`config.mk`:
```
export PLATFORM = sky130hd
export DESIGN_NAME = tft_tgen
export DESIGN_NICKNAME = d
export VERILOG_FILES = /design/src/rtl/tgen_pkg.sv /design/src/rtl/tgen_regs.sv /design/src/rtl/tgen_clkdiv.sv /design/src/rtl/tgen_axis.sv /design/src/rtl/tft_tgen.sv
export SDC_FILE = /design/constraint.sdc
export NUM_CORES = 1
export LEC_CHECK = 0
export BUFFER_PORTS_ARGS = -buffer_cell sky130_fd_sc_hd__buf_2
export CAP_MARGIN = 20
export CORE_ASPECT_RATIO = 1.25
export CORE_MARGIN = 2
export CORE_UTILIZATION = 59
export CTS_BUF_LIST = sky130_fd_sc_hd__clkbuf_4 sky130_fd_sc_hd__clkbuf_8 sky130_fd_sc_hd__clkbuf_16
export CTS_CLUSTER_DIAMETER = 40
export CTS_CLUSTER_SIZE = 20
export DETAILED_ROUTE_END_ITERATION = 12
export GPL_TIMING_DRIVEN = 0
export PLACE_DENSITY = 0.77
export SYNTH_ARGS = -nofsm -noshare
export SYNTH_HDL_FRONTEND = slang
export SYNTH_HIERARCHICAL = 1
export SYNTH_SLANG_ARGS = --single-unit
export TNS_END_PERCENT = 20
```
`constraint.sdc`:
```
create_clock -name clk -period 7.41 [get_ports clk]
set_clock_uncertainty 0.15 [all_clocks]
set_input_delay 1.1115 -clock clk [delete_from_list [all_inputs] [get_ports clk]]
set_output_delay 1.1115 -clock clk [all_outputs]
set_load 0.01 [all_outputs]
```
`src/rtl/tgen_pkg.sv`:
```
package tgen_pkg;
   // field widths of the configuration words
   localparam int VSW_W = 6;
   localparam int VFP_W = 8;
   localparam int VLN_W = 10;
   localparam int VBP_W = 8;
   localparam int HFP_W = 8;
   localparam int HPX_W = 11;
   localparam int HBP_W = 7;
   localparam int HSW_W = 8;
   localparam int DIV_W = 10;
   localparam int POL_W = 3;
   // bit positions inside the words
   localparam int VSW_LSB = 0;
   localparam int VFP_LSB = 6;
   localparam int VLN_LSB = 14;
   localparam int VBP_LSB = 24;
   localparam int HFP_LSB = 0;
   localparam int HPX_LSB = 8;
   localparam int HBP_LSB = 19;
   localparam int HSW_LSB = 0;
   localparam int DIV_LSB = 8;
   localparam int RUN_BIT = 0;
   // counter widths large enough for the longest line / frame
   localparam int H_CNT_W = $clog2((1 << HSW_W) + (1 << HBP_W) + (1 << HPX_W) + (1 << HFP_W));
   localparam int V_CNT_W = $clog2((1 << VSW_W) + (1 << VBP_W) + (1 << VLN_W) + (1 << VFP_W));

   typedef enum logic [2:0] {
      REG_CTRL = 3'd0,
      REG_VERT = 3'd1,
      REG_HORZ = 3'd2,
      REG_HSW  = 3'd3,
      REG_POL  = 3'd4
   } tgen_reg_e;

   typedef struct packed {
      logic [POL_W-1:0] pol;
      logic [DIV_W-1:0] div;
      logic [HSW_W-1:0] hsw;
      logic [HBP_W-1:0] hbp;
      logic [HPX_W-1:0] hpx;
      logic [HFP_W-1:0] hfp;
      logic [VBP_W-1:0] vbp;
      logic [VLN_W-1:0] vln;
      logic [VFP_W-1:0] vfp;
      logic [VSW_W-1:0] vsw;
   } tgen_cfg_t;
endpackage

```
`src/rtl/tgen_regs.sv`:
```
module tgen_regs
   import tgen_pkg::*;
#(
   parameter int ADDR_W = 3
) (
   input  logic              clk,
   input  logic              rst_n,
   input  logic              we,
   input  logic [ADDR_W-1:0] addr,
   input  logic [31:0]       wdata,
   input  logic              load,
   output logic              stage_run,
   output tgen_cfg_t         live
);
   localparam logic [ADDR_W-1:0] A_CTRL = ADDR_W'(REG_CTRL);
   localparam logic [ADDR_W-1:0] A_VERT = ADDR_W'(REG_VERT);
   localparam logic [ADDR_W-1:0] A_HORZ = ADDR_W'(REG_HORZ);
   localparam logic [ADDR_W-1:0] A_HSW  = ADDR_W'(REG_HSW);
   localparam logic [ADDR_W-1:0] A_POL  = ADDR_W'(REG_POL);

   tgen_cfg_t stage;

   always_ff @(posedge clk) begin
      if (!rst_n) begin
         stage     <= '0;
         stage_run <= 1'b0;
         live      <= '0;
      end else begin
         if (load) live <= stage;
         if (we) begin
            case (addr)
               A_CTRL: begin
                  stage_run <= wdata[RUN_BIT];
                  stage.div <= wdata[DIV_LSB +: DIV_W];
               end
               A_VERT: begin
                  stage.vbp <= wdata[VBP_LSB +: VBP_W];
                  stage.vln <= wdata[VLN_LSB +: VLN_W];
                  stage.vfp <= wdata[VFP_LSB +: VFP_W];
                  stage.vsw <= wdata[VSW_LSB +: VSW_W];
               end
               A_HORZ: begin
                  stage.hbp <= wdata[HBP_LSB +: HBP_W];
                  stage.hpx <= wdata[HPX_LSB +: HPX_W];
                  stage.hfp <= wdata[HFP_LSB +: HFP_W];
               end
               A_HSW: stage.hsw <= wdata[HSW_LSB +: HSW_W];
               A_POL: stage.pol <= wdata[POL_W-1:0];
               default: ;
            endcase
         end
      end
   end

   AST_LIVE_HOLD: assert property (@(posedge clk) disable iff (!rst_n)
      !load |=> $stable(live));
endmodule

```
`src/rtl/tgen_clkdiv.sv`:
```
module tgen_clkdiv #(
   parameter int DIV_W = 10
) (
   input  logic             clk,
   input  logic             rst_n,
   input  logic             run,
   input  logic [DIV_W-1:0] div,
   output logic             ce
);
   localparam int CW = DIV_W + 1;

   logic [CW-1:0] cnt;
   logic [CW-1:0] last;

   // period 2*(div+1) cycles -> terminal count 2*div+1
   assign last = {div, 1'b1};
   assign ce   = run && (cnt == last);

   always_ff @(posedge clk) begin
      if (!rst_n || !run) cnt <= '0;
      else if (cnt >= last) cnt <= '0;
      else cnt <= cnt + 1'b1;
   end

   AST_CE_GAP: assert property (@(posedge clk) disable iff (!rst_n)
      ce |=> !ce);
endmodule

```
`src/rtl/tgen_axis.sv`:
```
module tgen_axis #(
   parameter int CNT_W = 12,
   parameter int SW_W  = 8,
   parameter int BP_W  = 7,
   parameter int ACT_W = 11,
   parameter int FP_W  = 8
) (
   input  logic             clk,
   input  logic             rst_n,
   input  logic             run,
   input  logic             clr,
   input  logic             step,
   input  logic [SW_W-1:0]  sw_m1,
   input  logic [BP_W-1:0]  bp_m1,
   input  logic [ACT_W-1:0] act_m1,
   input  logic [FP_W-1:0]  fp_m1,
   output logic             at_end,
   output logic             in_sync,
   output logic             in_act,
   output logic [ACT_W-1:0] act_pos
);
   localparam int NEED_W = $clog2((1 << SW_W) + (1 << BP_W) + (1 << ACT_W) + (1 << FP_W));

   generate
      if (CNT_W < NEED_W) begin : g_bad_width
         $error("tgen_axis: CNT_W too small for the field widths");
      end
   endgenerate

   logic [CNT_W-1:0] cnt;
   logic [CNT_W-1:0] act_first;
   logic [CNT_W-1:0] act_stop;
   logic [CNT_W-1:0] last;

   // interval order: sync, back porch, active, front porch
   assign act_first = CNT_W'(sw_m1) + CNT_W'(bp_m1) + CNT_W'(2);
   assign act_stop  = act_first + CNT_W'(act_m1) + CNT_W'(1);
   assign last      = act_stop + CNT_W'(fp_m1);

   assign at_end  = (cnt == last);
   assign in_sync = (cnt <= CNT_W'(sw_m1));
   assign in_act  = (cnt >= act_first) && (cnt < act_stop);
   assign act_pos = ACT_W'(cnt - act_first);

   always_ff @(posedge clk) begin
      if (!rst_n || clr) cnt <= '0;
      else if (step) cnt <= at_end ? '0 : cnt + 1'b1;
   end

   AST_CNT_RANGE: assert property (@(posedge clk) disable iff (!rst_n)
      run |-> cnt <= last);
endmodule

```
`src/rtl/tft_tgen.sv`:
```
module tft_tgen
   import tgen_pkg::*;
#(
   parameter int ADDR_W  = 3,
   parameter int OUT_REG = 0
) (
   input  logic              clk,
   input  logic              rst_n,
   input  logic              cfg_we,
   input  logic [ADDR_W-1:0] cfg_addr,
   input  logic [31:0]       cfg_wdata,
   output logic              pix_ce,
   output logic              hsync_o,
   output logic              vsync_o,
   output logic              de_o,
   output logic [HPX_W-1:0]  pix_x,
   output logic [VLN_W-1:0]  pix_y
);
   generate
      if (ADDR_W < 3) begin : g_bad_addr
         $error("tft_tgen: ADDR_W must be at least 3");
      end
      if (OUT_REG != 0 && OUT_REG != 1) begin : g_bad_outreg
         $error("tft_tgen: OUT_REG must be 0 or 1");
      end
   endgenerate

   tgen_cfg_t        live;
   logic             stage_run;
   logic             running;
   logic             start;
   logic             ce;
   logic             h_end, h_sync, h_act;
   logic             v_end, v_sync, v_act;
   logic [HPX_W-1:0] h_pos;
   logic [VLN_W-1:0] v_pos;
   logic             frame_end;
   logic             hs_a, vs_a, de_a;
   logic             hs_n, vs_n, de_n;
   logic [HPX_W-1:0] px_n;
   logic [VLN_W-1:0] py_n;

   assign start     = !running && stage_run;
   assign frame_end = ce && h_end && v_end;

   tgen_regs #(.ADDR_W(ADDR_W)) regs_i (
      .clk       (clk),
      .rst_n     (rst_n),
      .we        (cfg_we),
      .addr      (cfg_addr),
      .wdata     (cfg_wdata),
      .load      (!running || frame_end),
      .stage_run (stage_run),
      .live      (live)
   );

   always_ff @(posedge clk) begin
      if (!rst_n) running <= 1'b0;
      else if (start) running <= 1'b1;
      else if (frame_end && !stage_run) running <= 1'b0;
   end

   tgen_clkdiv #(.DIV_W(DIV_W)) div_i (
      .clk   (clk),
      .rst_n (rst_n),
      .run   (running),
      .div   (live.div),
      .ce    (ce)
   );

   tgen_axis #(
      .CNT_W(H_CNT_W), .SW_W(HSW_W), .BP_W(HBP_W), .ACT_W(HPX_W), .FP_W(HFP_W)
   ) h_axis_i (
      .clk     (clk),
      .rst_n   (rst_n),
      .run     (running),
      .clr     (start),
      .step    (ce),
      .sw_m1   (live.hsw),
      .bp_m1   (live.hbp),
      .act_m1  (live.hpx),
      .fp_m1   (live.hfp),
      .at_end  (h_end),
      .in_sync (h_sync),
      .in_act  (h_act),
      .act_pos (h_pos)
   );

   tgen_axis #(
      .CNT_W(V_CNT_W), .SW_W(VSW_W), .BP_W(VBP_W), .ACT_W(VLN_W), .FP_W(VFP_W)
   ) v_axis_i (
      .clk     (clk),
      .rst_n   (rst_n),
      .run     (running),
      .clr     (start),
      .step    (ce && h_end),
      .sw_m1   (live.vsw),
      .bp_m1   (live.vbp),
      .act_m1  (live.vln),
      .fp_m1   (live.vfp),
      .at_end  (v_end),
      .in_sync (v_sync),
      .in_act  (v_act),
      .act_pos (v_pos)
   );

   // active-high internal strobes, then polarity
   assign hs_a = running && h_sync;
   assign vs_a = running && v_sync;
   assign de_a = running && h_act && v_act;
   assign hs_n = hs_a ^ ~live.pol[0];
   assign vs_n = vs_a ^ ~live.pol[1];
   assign de_n = de_a ^ live.pol[2];
   assign px_n = (running && h_act) ? h_pos : '0;
   assign py_n = (running && v_act) ? v_pos : '0;

   generate
      if (OUT_REG == 1) begin : g_out_reg
         always_ff @(posedge clk) begin
            if (!rst_n) begin
               pix_ce  <= 1'b0;
               hsync_o <= 1'b1;
               vsync_o <= 1'b1;
               de_o    <= 1'b0;
               pix_x   <= '0;
               pix_y   <= '0;
            end else begin
               pix_ce  <= ce;
               hsync_o <= hs_n;
               vsync_o <= vs_n;
               de_o    <= de_n;
               pix_x   <= px_n;
               pix_y   <= py_n;
            end
         end
      end else begin : g_out_comb
         assign pix_ce  = ce;
         assign hsync_o = hs_n;
         assign vsync_o = vs_n;
         assign de_o    = de_n;
         assign pix_x   = px_n;
         assign pix_y   = py_n;
      end
   endgenerate

   AST_DE_CLEAR_OF_SYNC: assert property (@(posedge clk) disable iff (!rst_n)
      de_a |-> !hs_a && !vs_a);
   AST_START_IN_VSYNC: assert property (@(posedge clk) disable iff (!rst_n)
      $rose(running) |-> vs_a && hs_a);
   AST_STOP_ON_FRAME: assert property (@(posedge clk) disable iff (!rst_n)
      $fell(running) |-> $past(frame_end));
   AST_IDLE_NO_CE: assert property (@(posedge clk) disable iff (!rst_n)
      !running |-> !ce);
endmodule

```
==> key figures, run 1 <==
Drt
  – Final WL: 32.29 mm
  – Final ANT Viol Nets: 0
  – WL per Instance: around 18 um
  – DRT iter0 DRCs: 407
  – DRC viols: 0
  – Via count: 10,170
  – First-pass iteration count of the detailed router: 5
  – Vias per cell: 5.663

Yosys
  – FF+latch count, synth: 194
  – Net Count, Synth: approximately 1,600
  – Mapped Cells: around 1,400
  – Mapped Avg Cell Area: 8.937 um2
  – Synth Cell Area: 12,710 um2
  – Ys async rst share: 0%
  – Netlist cell types: 79
  – Synthesis Warnings: 6
  – Seq/Total Area, Yosys: approximately 30%
  – Ys flop type: dfxtp_1
  – Post-synth EDFFs: 0

Worst setup path
  – CP Capture Type: output port
  – Data required, critical path: 6150 ps
  – Worst-path fanout max: 10
  – Critical path class: reg -> out
  – Element type at the critical path start: flip-flop
  – CP arrival: 5780 ps

Pwr
  – Flop pwr share: 49.3%
  – Comb power frac: under 10%
  – Cell area power density: 155.3 nW/um2
  – Clock Power Share: 42.2%
  – Sw Share: about a quarter
  – Pint: 1596 uW
  – Tot Pwr: ~2200 uW
  – Switching Power: ~570 uW
  – Lkg Pwr: 0.006906 uW
  – Worst vdd ir: 0.1570 mV

Clocking
  – Num CTS Buffers: 17
  – Setup repair bufs after CTS: 0
  – Worst skew pair latency: around 440 ps
  – CTS tree: done
  – Clock Tree Buf Depth: 2
  – Clock root buffer master: clkbuf_16
  – CTS clk-pin slew, worst paths: 80 ps
  – CTS Sinks: 194
  – Clock H-tree levels: 4

Global route
  – Global-route wire length before repair: 51.30 mm
  – Initial antenna violation count: 0
  – GR Overflow Total: 0
  – Tot GR Track Use: between 20% and 30%
  – Vias in the first global route: ~10,000
  – Pin count of the biggest net entering global routing: 21

Placement
  – Final HPWL DP: roughly 26 mm
  – Post-DP Area: 13,370 um2
  – Buffers on Ports: 62
  – Dpl ws: 737.8 ps
  – GP Congestion: roughly 0.93

Cells and area
  – Final core occ: around 66%
  – Final Instance Area: 13,970 um2
  – Final net count: 1,679
  – Antenna diodes: 0
  – Share of cells above drive strength 1: 9.631%
  – Area grow syn2layout: 9.934%
  – Fillers: roughly 1,800

Die
  – Die Span Y: 168.1 um
  – Die W: 135.3 um
  – Num ports: 63
  – Core Rows: 60
  – Core box area: 21,320 um2
  – Die ar.: 22,740 um2
  – Initial Utilization: about 60%

Timing
  – Fmax: 142.0 MHz
  – Slew margin rel.: 51.97%
  – Fin crit share: between 90% and 100%
  – Final setup TNS: 0 ps
  – RSZ-0062 raised after global routing: false
  – Slew at the pin closest to its max-slew limit: 715.3 ps
  – Hold Violations, Final: 0
  – Max-slew violations: 0
  – Fin crit period: just over 7000 ps
  – Setup violations, final: 0
  – Final setup margin: 368.1 ps

Run status
  – Status: finished, final reports clean

Hold path
  – HP Class: reg -> reg

Flow run
  – Max-Cap Viols: 0
==> per-stage QoR <==
step | std cells | hold slack, ps
2_1_floorplan | 1422 | 284.4
3_3_place_gp | 1763 | 294.1
3_5_place_dp | 1763 | 297.8
4_1_cts | 1795 | 316.5
5_1_grt | 1795 | 330.6
6_report | 1795 | 314.1
==> cell type report <==
class	count	area (um2)	share of cell area [%]
Multi-Input combinational cell	1065	8046	57.59
Clock inverter	14	157.7	1.128
Sequential cell	194	3884	27.80
Inverter	108	405.4	2.902
Buffer	55	379.1	2.714
Tap cell	279	349.1	2.499
Timing Repair Buffer	62	310.3	2.221
Clock buffer	18	439.2	3.143
==> state kept, by name, indices dropped and copies added (netlist names) <==
register / flops
regs_i/live: 79
div_i/cnt: 11
h_axis_i/cnt: 12
v_axis_i/cnt: 11
regs_i/stage_run: 1
running: 1
regs_i/stage: 79
==> power groups by stage <==
stage / Sequential [uW] / Clock, uW / Combinational [uW]
2_1_floorplan: 1090 / 0 / 129
3_3_place_gp: 1090 / 0 / 179
3_5_place_dp: 1090 / 0 / 183
4_1_cts: 1070 / 930 / 185
5_1_grt: 1070 / 971 / 203
6_report: 1070 / 915 / 187
==> layer usage <==
| metal | global-route usage (%) | up-vias | part of all wire, % |
|---|---|---|---|
| met5 | 0 | - | 0 |
| met4 | 18.52 | 0 | 7.1 |
| met3 | 4.426 | 107 | 3.5 |
| met2 | 52.70 | 220 | 49 |
| met1 | 30.87 | 4775 | 40 |
| li1 | - | 5063 | - |
==> worst max-delay path, stage by stage (launching register included) <==
cell,delay [ps]
dfxtp_1,340
inv_1,60
ha_1,260
inv_1,40
ha_1,220
fa_1,400
a21o_1,190
a21oi_1,220
o21bai_1,90
a21oi_1,170
xnor2_1,110
ha_1,390
nand4_1,110
a211oi_1,360
nor4_1,100
or3_1,450
clkinv_1,160
ha_1,260
nand2_1,60
a21oi_1,40
a211o_1,290
a31oi_2,380
clkbuf_1,300
and3_1,210
buf_2,130
==> kinds of logic after synthesis <==
kind of cell | share of synthesized area [%]
multiplexers | 12.68
AO/OA/AOI/OAI | 10.93
XOR/XNOR | 7.128
adder cells (fa/ha/maj) | 14.06
AND/OR/NAND/NOR | 18.47
flip-flops | 30.56
buffers and inverters | 6.173
==> synthesized netlist by cell type (3+ instances only) <==
master | number | share of area (%)
a21o_1 | 23 | 1.4
a21oi_1 | 64 | 2.5
and3_2 | 3 | 0.18
a211oi_1 | 5 | 0.30
o22ai_1 | 4 | 0.20
nand2_1 | 168 | 5.0
nand3_1 | 18 | 0.71
mux2i_1 | 161 | 13
or3_1 | 4 | 0.20
a31oi_1 | 6 | 0.30
inv_1 | 106 | 3.1
nor4_1 | 4 | 0.20
nor2_1 | 54 | 1.6
o31ai_1 | 4 | 0.24
nand4bb_1 | 3 | 0.27
nand2b_1 | 14 | 0.69
o21a_1 | 20 | 1.2
a21boi_0 | 4 | 0.24
o31a_1 | 3 | 0.21
dfxtp_1 | 194 | 31
o211ai_1 | 6 | 0.35
buf_6 | 10 | 0.89
o21bai_1 | 6 | 0.35
ha_1 | 130 | 13
nor3_1 | 24 | 0.95
a221oi_1 | 4 | 0.28
or2_2 | 3 | 0.15
and3_1 | 24 | 1.2
buf_2 | 8 | 0.32
and4_1 | 4 | 0.28
xor2_1 | 36 | 2.5
o21ai_0 | 32 | 1.3
o211a_1 | 3 | 0.24
fa_1 | 8 | 1.3
and2_1 | 4 | 0.20
buf_4 | 10 | 0.59
or4_1 | 3 | 0.18
clkbuf_1 | 22 | 0.65
nor2b_1 | 92 | 4.5
nand4_1 | 24 | 1.2
xnor2_1 | 63 | 4.3
==> timing repair <==
action / CTS / global route
endpoints found under the setup margin: 0 / 10
resized for setup: 0 / 1
hold buffers: 0 / 0
==> cell usage in the layout (no fill, tap or decap), types with 5 or more instances in the layout <==
cell type and n:
o21a_1 20, buf_2 70, a21o_1 23, ha_1 130, clkbuf_16 17, nor3_1 24, nand4_1 24, nand2_1 168
nor2_1 54, a211oi_1 5, nand2b_1 14, o211ai_1 6, buf_6 10, and3_1 24, dfxtp_1 194, nor2b_1 92
inv_1 106, fa_1 8, nand3_1 18, a21oi_1 64, mux2i_1 161, xor2_1 36, a31oi_1 5, buf_4 10
o21ai_0 32, o21bai_1 6, clkbuf_1 22, xnor2_1 63
==> final timing paths <==
| check | start | end | slack [ps] | cells after the start |
|---|---|---|---|---|
| max | regs_i/live[52]$_SDFFE_PN0P_ | pix_x[0] | 370 | 24 |
| min | regs_i/stage[41]$_SDFFE_PN0P_ | regs_i/stage[41]$_SDFFE_PN0P_ | 310 | 2 |
| max reg2reg | regs_i/live[1]$_SDFFE_PN0P_ | regs_i/live[56]$_SDFFE_PN0P_ | 630 | 28 |
| min reg2reg | regs_i/stage[41]$_SDFFE_PN0P_ | regs_i/stage[41]$_SDFFE_PN0P_ | 310 | 2 |
Note: power is estimated with default switching activity, not from simulation.
==> inputs of run 2 (changes only) <==
--- a/config.mk
+++ b/config.mk
@@ -5,7 +5,7 @@
 export SDC_FILE = /design/constraint.sdc
 export NUM_CORES = 1
 export LEC_CHECK = 0
-export BUFFER_PORTS_ARGS = -buffer_cell sky130_fd_sc_hd__buf_2
+export BUFFER_PORTS_ARGS = -buffer_cell sky130_fd_sc_hd__buf_4
 export CAP_MARGIN = 20
 export CORE_ASPECT_RATIO = 1.25
 export CORE_MARGIN = 2
@@ -15,6 +15,7 @@
 export CTS_CLUSTER_SIZE = 20
 export DETAILED_ROUTE_END_ITERATION = 12
 export GPL_TIMING_DRIVEN = 0
+export MAX_ROUTING_LAYER = met4
 export PLACE_DENSITY = 0.77
 export SYNTH_ARGS = -nofsm -noshare
 export SYNTH_HDL_FRONTEND = slang
==> constraint.sdc (replaced) <==
create_clock -name clk -period 7.45 [get_ports clk]
set_clock_uncertainty 0.15 [all_clocks]
set_input_delay 1.1175 -clock clk [delete_from_list [all_inputs] [get_ports clk]]
set_output_delay 1.1175 -clock clk [all_outputs]
set_load 0.01 [all_outputs]
==> run 2 against run 1 <==
Clock power increased by 5.8%. Global-route usage increased by 0.89 points. Via count increased by 0.54%. Hold slack improved by 0.61 ps. Worst setup slack improved by 13 ps. Non-clock buffer count unchanged. Critical path type unchanged. Largest power group unchanged.
==> key figures, run 2 (same netlist as run 1, synthesis figures left out) <==
Run status
  – Status: finished, final reports clean

Drt
  – DRC viols: 0
  – Final ANT Viol Nets: 0
  – Routed wl met3: 871 um
  – DR top layer: met4
  – Final WL: 32.29 mm
  – M1 WL: 12.84 mm
  – WL per Instance: ~18 um
  – Vias per cell: roughly 5.7
  – First-pass iteration count of the detailed router: 4
  – DRT iter0 DRCs: ~470
  – Via count: 10,220
  – Met2 WL post-DR: 16.85 mm

Die
  – Core Rows: 60
  – Die ar.: 22,740 um2
  – Num ports: 63
  – Die Span Y: 168.1 um
  – Initial Utilization: 59.61%
  – Core box area: 21,320 um2
  – Die W: ~140 um

Placement
  – GP Congestion: between 0.9 and 1
  – Final HPWL DP: between 20 and 30 mm
  – Dpl ws: about 650 ps
  – Buffers on Ports: 62

Clocking
  – Clock H-tree levels: 4
  – Worst skew pair latency: 430 ps
  – CTS Sinks: 194
  – Num CTS Buffers: 17
  – Clock root buffer master: clkbuf_16
  – CTS clk-pin slew, worst paths: ~70 ps
  – CTS tree: done
  – Clock Tree Buf Depth: 2

Worst setup path
  – CP arrival: 5800 ps
  – R2R depth: 28
  – Worst-path fanout max: 10
  – Element type at the critical path start: flip-flop
  – CP Capture Type: output port
  – Worst Setup SP: regs_i/live[59]$_SDFFE_PN0P_
  – Critical path class: reg -> out
  – Reg2reg start: regs_i/live[1]$_SDFFE_PN0P_
  – R2R setup slack: 510 ps
  – Data required, critical path: 6180 ps
  – Crit path capture: pix_x[0]
  – R2R Path End: regs_i/live[55]$_SDFFE_PN0P_

Global route
  – Tot GR Track Use: 29.86%
  – Global-route wire length before repair: 51.72 mm
  – GR Overflow Total: 0
  – Vias in the first global route: 10,390
  – Pin count of the biggest net entering global routing: 21
  – Initial antenna violation count: 1

Cells and area
  – Reg area: 3884 um2
  – Share of cells above drive strength 1: 9.697%
  – Final net count: 1,679
  – Commonest non-fill, non-tap cell in the layout: dfxtp_1
  – Leading cell types in the layout, fill and taps excluded: dfxtp_1, nand2_1, mux2i_1, ha_1, inv_1
  – Fillers: 1,790
  – Top Registers: regs_i/live (79), regs_i/stage (79), h_axis_i/cnt (12)
  – Area grow syn2layout: 11.47%
  – Antenna diodes: 0
  – Multi-input gate area: 8046 um2

Timing
  – Fmax: about 140 MHz
  – Fin crit period: roughly 7100 ps
  – Slew at the pin closest to its max-slew limit: 756.8 ps
  – Final setup margin: 381.4 ps
  – Hold Violations, Final: 0
  – RSZ-0062 raised after global routing: false
  – Final setup TNS: 0 ps
  – Max-slew violations: 0
  – Slew margin rel.: 49.16%
  – Fin crit share: between 90% and 100%
  – Setup violations, final: 0

Pwr
  – Tot Pwr: 2223 uW
  – Sw Share: between 20% and 30%
  – Cell area power density: 156.9 nW/um2
  – Pint: 1651 uW
  – Flop pwr share: between 40% and 50%
  – Clock Power Share: around 44%
  – Lkg Pwr: 0.006958 uW
  – Comb power frac: 8.6%
  – Switching Power: between 500 and 600 uW
  – Worst vdd ir: 0.1691 mV

Hold path
  – HP Class: reg -> reg
  – Min-delay src: regs_i/stage[65]$_SDFFE_PN0P_

Flow run
  – Max-Cap Viols: 0
## run 2: cell count changes in the layout (fill, tap and decap cells not counted)
cell / previous run / this run
buf_2: 70 / 8
buf_4: 10 / 72
bufinv_16: 0 / 2
clkbuf_1: 22 / 21
clkbuf_2: 1 / 2
clkbuf_8: 2 / 1
clkinv_2: 1 / 0
inv_6: 3 / 4
inv_8: 4 / 3
## run 2: worst min path at each step
stage               slack, ps  cells past startpoint                            end
floorplan                 280                      2  regs_i/stage[66]$_SDFFE_PN0P_
global placement          290                      2  regs_i/stage[75]$_SDFFE_PN0P_
detailed placement        300                      2  regs_i/stage[37]$_SDFFE_PN0P_
CTS                       310                      2  regs_i/stage[32]$_SDFFE_PN0P_
global route              330                      2   regs_i/stage[4]$_SDFFE_PN0P_
finish                    310                      2  regs_i/stage[65]$_SDFFE_PN0P_
## run 2: per-layer routing
metal	global-route usage [%]	vias up
met5	-	-
met4	15.44	0
met3	3.162	68
met2	55.26	209
met1	30.87	4877
li1	-	5066
## run 2: timing repair
action	4_1_cts	5_1_grt
buffers inserted	0	0
setup endpoints to repair	0	11
hold buffers	0	0
gates resized for setup	0	3
## run 2: layout make-up
type | count | share of cell area, %
timing repair buffer | 62 | 3.286
sequential | 194 | 27.42
tap | 279 | 2.464
buffer | 55 | 2.685
inverter | 108 | 2.862
multi-input combinational | 1065 | 56.80
clock inverter | 15 | 1.484
clock buffer | 17 | 3.003
## run 2: worst max-delay path, stage by stage, from the launching register on
cell and delay [ps]:
dfxtp_1 340, inv_1 70, ha_1 280, inv_1 40, ha_1 210, fa_1 410
a21o_1 190, a21oi_1 250, o21bai_1 100, a21oi_1 170, xnor2_1 120, ha_1 400
nand4_1 120, a211oi_1 360, nor4_1 100, or3_1 440, clkinv_1 160, ha_1 260
nand2_1 60, a21oi_1 40, a211o_1 280, a31oi_2 400, clkbuf_2 260, and3_1 180
buf_4 120
## run 2: power by group through the flow
stage	Sequential (uW)	Clock (uW)	Combinational [uW]
final	1060	968	192
after global routing	1060	1020	208
after CTS	1060	976	190
after detailed placement	1090	0	188
after global placement	1090	0	185
after floorplan	1080	0	128
## run 2: metrics by stage
| stage | hold WS (ps) | utilization, % | instances | area (um2) |
|---|---|---|---|---|
| after CTS | 314.3 | 66.41 | 1795 | 14160 |
| after floorplan | 284.4 | - | 1422 | 12710 |
| after global placement | 294.0 | 63.43 | 1763 | 13520 |
| after detailed placement | 301.5 | 63.43 | 1763 | 13520 |
| after global routing | 325.0 | 66.44 | 1795 | 14170 |
| final | 314.7 | 66.44 | 1795 | 14170 |
